## config.mk

```make
export PLATFORM = sky130hd
export DESIGN_NAME = twb_conn_seq
export DESIGN_NICKNAME = d
export VERILOG_FILES = /design/src/rtl/twb_seq_pkg.sv /design/src/rtl/twb_sync.sv /design/src/rtl/twb_seg_mon.sv /design/src/rtl/twb_conn_fsm.sv /design/src/rtl/twb_conn_seq.sv
export SDC_FILE = /design/constraint.sdc
export NUM_CORES = 1
export LEC_CHECK = 0
export ABC_CLOCK_PERIOD_IN_PS = 2500
export BUFFER_PORTS_ARGS = -buffer_cell sky130_fd_sc_hd__buf_2
export CORE_MARGIN = 2
export CORE_UTILIZATION = 45
export CTS_BUF_LIST = sky130_fd_sc_hd__clkbuf_4
export DETAILED_ROUTE_END_ITERATION = 10
export GPL_TIMING_DRIVEN = 0
export HOLD_SLACK_MARGIN = 0.06
export PLACE_DENSITY_LB_ADDON = 0.05
export SLEW_MARGIN = 20
export SYNTH_ARGS = -nofsm -noshare
export SYNTH_HDL_FRONTEND = slang
export SYNTH_SLANG_ARGS = --single-unit
```

## constraint.sdc

```tcl
create_clock -name clk -period 2.5 [get_ports clk]
set_input_delay 0.625 -clock clk [delete_from_list [all_inputs] [get_ports clk]]
set_output_delay 0.625 -clock clk [all_outputs]
set_load 0.02 [all_outputs]
```

## src/rtl/twb_seq_pkg.sv

```systemverilog
package twb_seq_pkg;

  typedef enum logic [1:0] {
    ST_LOCK  = 2'd0,
    ST_WAIT  = 2'd1,
    ST_JOIN  = 2'd2,
    ST_FAULT = 2'd3
  } seq_st_t;

  // Idle window in clock cycles from clock rate (kHz) and time (us)
  function automatic int unsigned idle_cycles(int unsigned clk_khz, int unsigned idle_us);
    return (clk_khz * idle_us) / 1000;
  endfunction

  // Join rule: both idle, or a stop on one side with the other idle
  function automatic logic join_rule(logic a_idle, logic a_stop, logic b_idle, logic b_stop);
    return (a_idle && b_idle) || (a_stop && b_idle) || (b_stop && a_idle);
  endfunction

endpackage

```

## src/rtl/twb_sync.sv

```systemverilog
module twb_sync #(
  parameter int unsigned W = 1,
  parameter logic [W-1:0] RST_VAL = '0
) (
  input  logic         clk,
  input  logic         rst_n,
  input  logic [W-1:0] d,
  output logic [W-1:0] q
);
  logic [W-1:0] meta;

  always_ff @(posedge clk or negedge rst_n) begin
    if (!rst_n) begin
      meta <= RST_VAL;
      q    <= RST_VAL;
    end else begin
      meta <= d;
      q    <= meta;
    end
  end
endmodule

```

## src/rtl/twb_seg_mon.sv

```systemverilog
module twb_seg_mon #(
  parameter int unsigned IDLE_CYC = 16
) (
  input  logic clk,
  input  logic rst_n,
  input  logic sda_s,
  input  logic scl_s,
  output logic stop_seen,
  output logic idle,
  output logic lines_high
);
  localparam int unsigned CW = $clog2(IDLE_CYC + 1);
  localparam logic [CW-1:0] CNT_MAX = CW'(IDLE_CYC);

  logic          sda_d;
  logic [CW-1:0] cnt;

  assign lines_high = sda_s && scl_s;
  assign stop_seen  = sda_s && !sda_d && scl_s;
  assign idle       = (cnt == CNT_MAX);

  always_ff @(posedge clk or negedge rst_n) begin
    if (!rst_n) begin
      sda_d <= 1'b1;
      cnt   <= '0;
    end else begin
      sda_d <= sda_s;
      if (!lines_high)
        cnt <= '0;
      else if (cnt != CNT_MAX)
        cnt <= cnt + 1'b1;
    end
  end
endmodule

```

## src/rtl/twb_conn_fsm.sv

```systemverilog
module twb_conn_fsm
  import twb_seq_pkg::*;
(
  input  logic clk,
  input  logic rst_n,
  input  logic pwr_good,
  input  logic en_s,
  input  logic stuck_tmo,
  input  logic recov_active,
  input  logic up_stop,
  input  logic up_idle,
  input  logic dn_stop,
  input  logic dn_idle,
  input  logic dn_high,
  output logic connect,
  output logic precharge_on,
  output logic accel_en,
  output logic ready_pd,
  output logic clk_recov_ok,
  output logic join_ok,
  output logic force_join
);
  seq_st_t st, nxt;
  logic    en_d;
  logic    en_rise;

  assign en_rise    = en_s && !en_d;
  assign join_ok    = join_rule(up_idle, up_stop, dn_idle, dn_stop);
  assign force_join = (st == ST_FAULT) && en_rise;

  always_comb begin
    nxt = st;
    if (!pwr_good) begin
      nxt = ST_LOCK;
    end else begin
      unique case (st)
        ST_LOCK:  nxt = ST_WAIT;
        ST_WAIT:  if (stuck_tmo) nxt = ST_FAULT;
                  else if (en_s && join_ok) nxt = ST_JOIN;
        ST_JOIN:  if (stuck_tmo) nxt = ST_FAULT;
                  else if (!en_s) nxt = ST_WAIT;
        ST_FAULT: if (force_join) nxt = ST_JOIN;
                  else if (dn_high) nxt = ST_WAIT;
        default:  nxt = ST_LOCK;
      endcase
    end
  end

  always_ff @(posedge clk or negedge rst_n) begin
    if (!rst_n) begin
      st           <= ST_LOCK;
      en_d         <= 1'b0;
      precharge_on <= 1'b1;
      accel_en     <= 1'b0;
    end else begin
      st       <= nxt;
      en_d     <= en_s;
      accel_en <= (nxt == ST_JOIN) && !recov_active;
      if (!pwr_good)
        precharge_on <= 1'b1;
      else if (nxt == ST_JOIN)
        precharge_on <= 1'b0;
    end
  end

  assign connect      = (st == ST_JOIN);
  assign ready_pd     = !((st == ST_JOIN) && en_s);
  assign clk_recov_ok = (st == ST_FAULT) && en_s;
endmodule

```

## src/rtl/twb_conn_seq.sv

```systemverilog
module twb_conn_seq
  import twb_seq_pkg::*;
#(
  parameter int unsigned CLK_KHZ = 125000,
  parameter int unsigned IDLE_US = 95
) (
  input  logic clk,
  input  logic rst_n,
  input  logic pwr_good,
  input  logic enable,
  input  logic up_sda,
  input  logic up_scl,
  input  logic dn_sda,
  input  logic dn_scl,
  input  logic stuck_tmo,
  input  logic recov_active,
  output logic connect,
  output logic precharge_on,
  output logic accel_en,
  output logic ready_pd,
  output logic clk_recov_ok
);
  localparam int unsigned IDLE_CYC = idle_cycles(CLK_KHZ, IDLE_US);
  localparam int unsigned NSEG = 2;

  logic [4:0]      sync_q;
  logic            en_s;
  logic [NSEG-1:0] seg_sda, seg_scl, seg_stop, seg_idle, seg_high;
  logic            join_ok, force_join;

  twb_sync #(.W(5), .RST_VAL(5'b01111)) u_sync (
    .clk   (clk),
    .rst_n (rst_n),
    .d     ({enable, dn_scl, dn_sda, up_scl, up_sda}),
    .q     (sync_q)
  );

  assign en_s    = sync_q[4];
  assign seg_sda = {sync_q[2], sync_q[0]};
  assign seg_scl = {sync_q[3], sync_q[1]};

  // segment 0 = upstream, segment 1 = downstream
  for (genvar g = 0; g < NSEG; g++) begin : g_seg
    twb_seg_mon #(.IDLE_CYC(IDLE_CYC)) u_mon (
      .clk        (clk),
      .rst_n      (rst_n),
      .sda_s      (seg_sda[g]),
      .scl_s      (seg_scl[g]),
      .stop_seen  (seg_stop[g]),
      .idle       (seg_idle[g]),
      .lines_high (seg_high[g])
    );
  end

  twb_conn_fsm u_fsm (
    .clk          (clk),
    .rst_n        (rst_n),
    .pwr_good     (pwr_good),
    .en_s         (en_s),
    .stuck_tmo    (stuck_tmo),
    .recov_active (recov_active),
    .up_stop      (seg_stop[0]),
    .up_idle      (seg_idle[0]),
    .dn_stop      (seg_stop[1]),
    .dn_idle      (seg_idle[1]),
    .dn_high      (seg_high[1]),
    .connect      (connect),
    .precharge_on (precharge_on),
    .accel_en     (accel_en),
    .ready_pd     (ready_pd),
    .clk_recov_ok (clk_recov_ok),
    .join_ok      (join_ok),
    .force_join   (force_join)
  );
endmodule

```

# After elaboration in Yosys (flattened, before gate mapping)
# Index checks and enable logic that the tools add are counted.
# totals
reg_bits,45
latchBits,0
mem_bits_rw,0
romBits,0
input_bits,10
word_cells,60
mem_count,0
# op_classes
add_sub_neg,2
multipliers,0
n_div,0
magnitude_cmp,0
n_eq_ne,11
shift,0
muxes,14
n_bitwise,0
reduce_logical,23
# op_table
operator,count
14-bit two-way mux,4
"14-bit by 1-bit adder with 14-bit output, second input constant",2
"14-bit == test, second input constant",2
"14-bit inequality test, second input constant",2
1-bit logical AND,15
2-bit two-way mux,7
2-bit one-hot mux with 4 select lines,1
"2-bit == test, second input constant",3
1-bit logical NOT,5
"2-bit inequality test, second input constant",2
"2-bit by 1-bit == test with 1-bit output, second input constant",1
2-bit logical NOT,1
1-bit logical OR,2
1-bit two-way mux,2
"2-bit by 1-bit inequality test with 1-bit output, second input constant",1

# Logic depth before layout (Yosys ltp)
# depth
depth_word,14
ltp_mapped,7

# Hierarchy
# A second synthesis with hierarchy kept.
# unflattened
cells_unflattened,214
area_unflattened_um2,2270.9
# by_module_without_submodules
module,instances,cells_each,area_each_um2,seq_area_each_um2
twb_seg_mon,2,84,823.3,376.6
twb_conn_fsm,1,36,364.1,126.4
twb_sync,1,10,260.2,260.2

# Worst setup path after synthesis
# Ideal clock, no wire load.
# synth_path
path_type,register -> register
startpoint,register g_seg[1].u_mon.cnt[7]
endpoint,register u_fsm.st[0]
arrival_time_ns,1.887
path_slack_ns,0.494
path_stages_with_launch,7
n_path_buf,1
synth_period_minus_slack_ns,2.006
path_cell_list,dfrtp_1 -> or4b_1 -> or4_1 -> buf_2 -> a21oi_4 -> o311ai_1 -> and2_1
# synth_between
elab_chain_len,9
elab_cells_between_ends,10
# synth_lines
item,line,rtl
start: declaration,twb_seg_mon.sv:16,logic [CW-1:0] cnt;
start signal: assignment,twb_seg_mon.sv:31,cnt <= cnt + 1'b1;
14-bit == test (*),twb_seg_mon.sv:20,assign idle = (cnt == CNT_MAX);
1-bit logical AND,twb_seq_pkg.sv:17,return (a_idle && b_idle) || (a_stop && b_idle) || (b_stop && a_idle);
1-bit logical OR (*) (2 in a row),twb_seq_pkg.sv:17,
1-bit logical AND (*),twb_conn_fsm.sv:39,else if (en_s && join_ok) nxt = ST_JOIN;
2-bit two-way mux (*),twb_conn_fsm.sv:39,
2-bit two-way mux (*),twb_conn_fsm.sv:38,ST_WAIT: if (stuck_tmo) nxt = ST_FAULT;
2-bit one-hot mux with 4 select lines (*),twb_conn_fsm.sv:36,unique case (st)
2-bit two-way mux (*),twb_conn_fsm.sv:33,if (!pwr_good) begin
named net u_fsm.nxt[0],twb_conn_fsm.sv:23,"seq_st_t st, nxt;"
end signal: assignment,twb_conn_fsm.sv:56,st <= nxt;
end: declaration,twb_conn_fsm.sv:23,
# The timed path passes the listed nets; every way through them passes the cells marked *.
# A chain may end at the register's enable or synchronous reset.

# Worst setup path after layout
# layout_path
startpoint,register g_seg[1].u_mon.cnt[4]
endpoint,register u_fsm.st[0]
# The elaborated chain is that of the path after synthesis.

==> reports/metrics.cfg <==
[run_status]
status=finished, final reports clean

[route]
post_drt_via_cell_ratio=5.18
drtAntennaViolNets=0
drc=0
wl_per_cell_um=13.1
first_pass_iters=4
drt_wl_total_um=3420
vias=1352
drtIter0Drc=76

[sta]
finalClockSkew_ns=0.00307
rsz0062_at_grt=no
slew_violations=0
min_period_ns=2.17
setup_tns_ns=0
tightest_slew_ns=0.966
max_slew_margin_pct=35.6
max_freq_mhz=461
hold_viol=0
final-setup-viol-count=0
min_period_over_period_pct=86.8

[finish]
final_area_mm2=0.00221
area_growth_pct=10.7
final_cells=261
layout-drive-gt1-share_pct=20.1
nFillCells=419
nets=220
n_antenna_cell=0

[setup_path]
worstSetupEndpointType=flop
crit_buf_inv=1
crit_type=flop to flop
cpPeakStageDelay_ns=0.53
arrival_ns=2.41
cpMaxStageDelayCell=or4b_1
startpoint=g_seg[1].u_mon.cnt[4]$_DFFE_PN0P_
r2r_start=g_seg[1].u_mon.cnt[4]$_DFFE_PN0P_
crit_fanout=4
cp.required_ns=2.75
crit_chain=or4b_1 -> or4_1 -> buf_2 -> a21oi_4 -> o311ai_1 -> and2_1
path_delay_family=simple AND/OR/NAND/NOR gates
startpoint_type=flop

[power_and_ir_drop]
power_mw=1.26
vdd_drop_max_mv=0.358
p_per_area_mw_per_mm2=569
power_leakage_nw=0.910

[synth]
ys_seq_area_share_pct=57.2
ys_top_cells_by_area=dfrtp_1 43%, dfstp_2 15%, nor2_1 6.0%
synth_area_mm2=0.00199
syn_nets=199
synthCells=187
yosysWarnings=0
netlist.area_leader.share_pct=42.7
synth_cell_type_count=37
ys_ff_latch=45
syn_area_per_cell_um2=10.7
synth_top_area_cell=dfrtp_1

[floorplanning]
fp-row-count=24
die_h_um=70.6
coreArea_mm2=0.00432
die-area_mm2=0.00498
die_width_um=70.6
start_util_pct=46.1
io_pins=15

[grt]
overflow=0
grt_pass1_vias=1403
grt_usage_pct=15.7
antenna_found_initial=0
grt_start_max_net_pins=46
grt_pass1_wl_um=6200

[placement]
dp.cells=253
port_buffers=14
gp_congestion=0.765
placed_area_mm2=0.00213
dp_hpwl_um=2430

[clock_tree]
htreeDepth=2
clkSlewWorstSetupHoldPaths_ns=0.12
numCtsBuffers=5
cts_root_buffer=clkbuf_4
cts_setup_buffers=0
cts_resized=0
clockBufferDepth=2
cts_tree=yes
clock_sinks=45
cts_hold_buffers=0
clk-insertion-delay-late_ns=0.34

[min_path]
hold_start=u_sync.meta[1]$_DFF_PN1_
hold_path.class=flop to flop

[job]
max_cap_violations=0

per-layer routing:
layer | share of wire, % | GRT usage [%] | vias up
li1 | - | - | 672
met1 | 45 | 18.3 | 663
met2 | 52 | 28.0 | 13
met3 | 2.3 | 4.27 | 4
met4 | 1.3 | 5.66 | 0
met5 | 0 | 0 | -
final cells by class:
type,instances,area [um2],area share [%]
plain buffers,5,27.5,1.25
clock buffers,6,45.0,2.04
clock inverters,2,33.8,1.53
inverters,2,7.51,0.340
multi-input cells,135,818,37.1
flip-flops and latches,45,1140,51.6
well taps,52,65.1,2.95
repair buffers,14,70.1,3.17
report_power, final:
group	total, mW	switching, mW	internal, mW
clock	0.431	0.212	0.219
sequential	0.760	0.00905	0.751
combinational	0.0653	0.0426	0.0228
total	1.26	0.263	0.993
flip-flops by register name, summed over array words and instances, names as in the netlist:
signal and cells:
g_seg.u_mon.cnt 28, g_seg.u_mon.sda_d 2, u_fsm.accel_en 1, u_fsm.en_d 1, u_fsm.precharge_on 1, u_fsm.st 2, u_sync.meta 5, u_sync.q 5
cell families after synthesis:
logic type / synth area share [%]
simple gates: 23.4
flops: 57.2
xor+xnor: 10.1
compound gates: 4.83
buf+inv: 1.76
mux: 1.51
fa+ha+maj: 1.26
cells in the final DEF (no fill, tap or decap), types with 2 or more instances in the layout:
master     n
mux2i_1    3
xor2_1    12
or4b_1     2
a21oi_1    4
o21ai_0    5
and3_2     2
buf_4      2
xnor2_1   11
buf_2     15
nand3b_1   2
clkbuf_1   2
nor2_1    32
nand2b_1   3
nand2_1   14
nor4_1     3
nand3_1   15
nor3_1     5
inv_1      2
or2_2      2
dfstp_2   11
dfrtp_1   34
ha_1       2
or3_1      2
clkbuf_4   6
nand4_1    2
and4bb_2   2
per-stage QoR:
| step | utilization, % | hold WS (ns) | worst slack, ns |
|---|---|---|---|
| 2_1_floorplan | - | 0.329 | 0.494 |
| 3_3_place_gp | 49.2 | 0.333 | 0.378 |
| 3_5_place_dp | 49.2 | 0.348 | 0.359 |
| 4_1_cts | 51.0 | 0.342 | 0.336 |
| 5_1_grt | 51.0 | 0.324 | 0.199 |
| 6_report | 51.0 | 0.364 | 0.331 |
path summary, 6_finish.rpt:
kind | slack [ns] | cells after the start | endpoint
max | 0.33 | 6 | u_fsm.st[0]$_DFF_PN0_
min | 0.36 | 0 | u_sync.q[1]$_DFF_PN1_
max reg2reg | 0.33 | 6 | u_fsm.st[0]$_DFF_PN0_
min reg2reg | 0.36 | 0 | u_sync.q[1]$_DFF_PN1_
max in group asynchronous | 1.48 | 1 | g_seg[1].u_mon.cnt[11]$_DFFE_PN0P_
min in group asynchronous | 0.43 | 1 | u_fsm.accel_en$_DFF_PN0_
synthesized netlist by cell type:
master    instances
a21boi_0          1
a21oi_1           4
a21oi_4           1
and2_1            1
and3_1            1
and3_2            2
and4bb_2          2
buf_2             1
buf_4             2
clkbuf_1          2
dfrtp_1          34
dfstp_2          11
ha_1              2
inv_1             2
mux2i_1           3
nand2_1          14
nand2b_1          3
nand3_1          15
nand3b_1          2
nand4_1           2
nand4b_1          1
nor2_1           32
nor2b_1           1
nor3_1            5
nor4_1            3
o21ai_0           5
o21ai_1           1
o22ai_1           1
o311ai_1          1
o31ai_1           1
or2_2             2
or2b_1            1
or3_1             2
or4_1             1
or4b_1            2
xnor2_1          11
xor2_1           12
No activity file was read; power rests on OpenSTA's default activity.
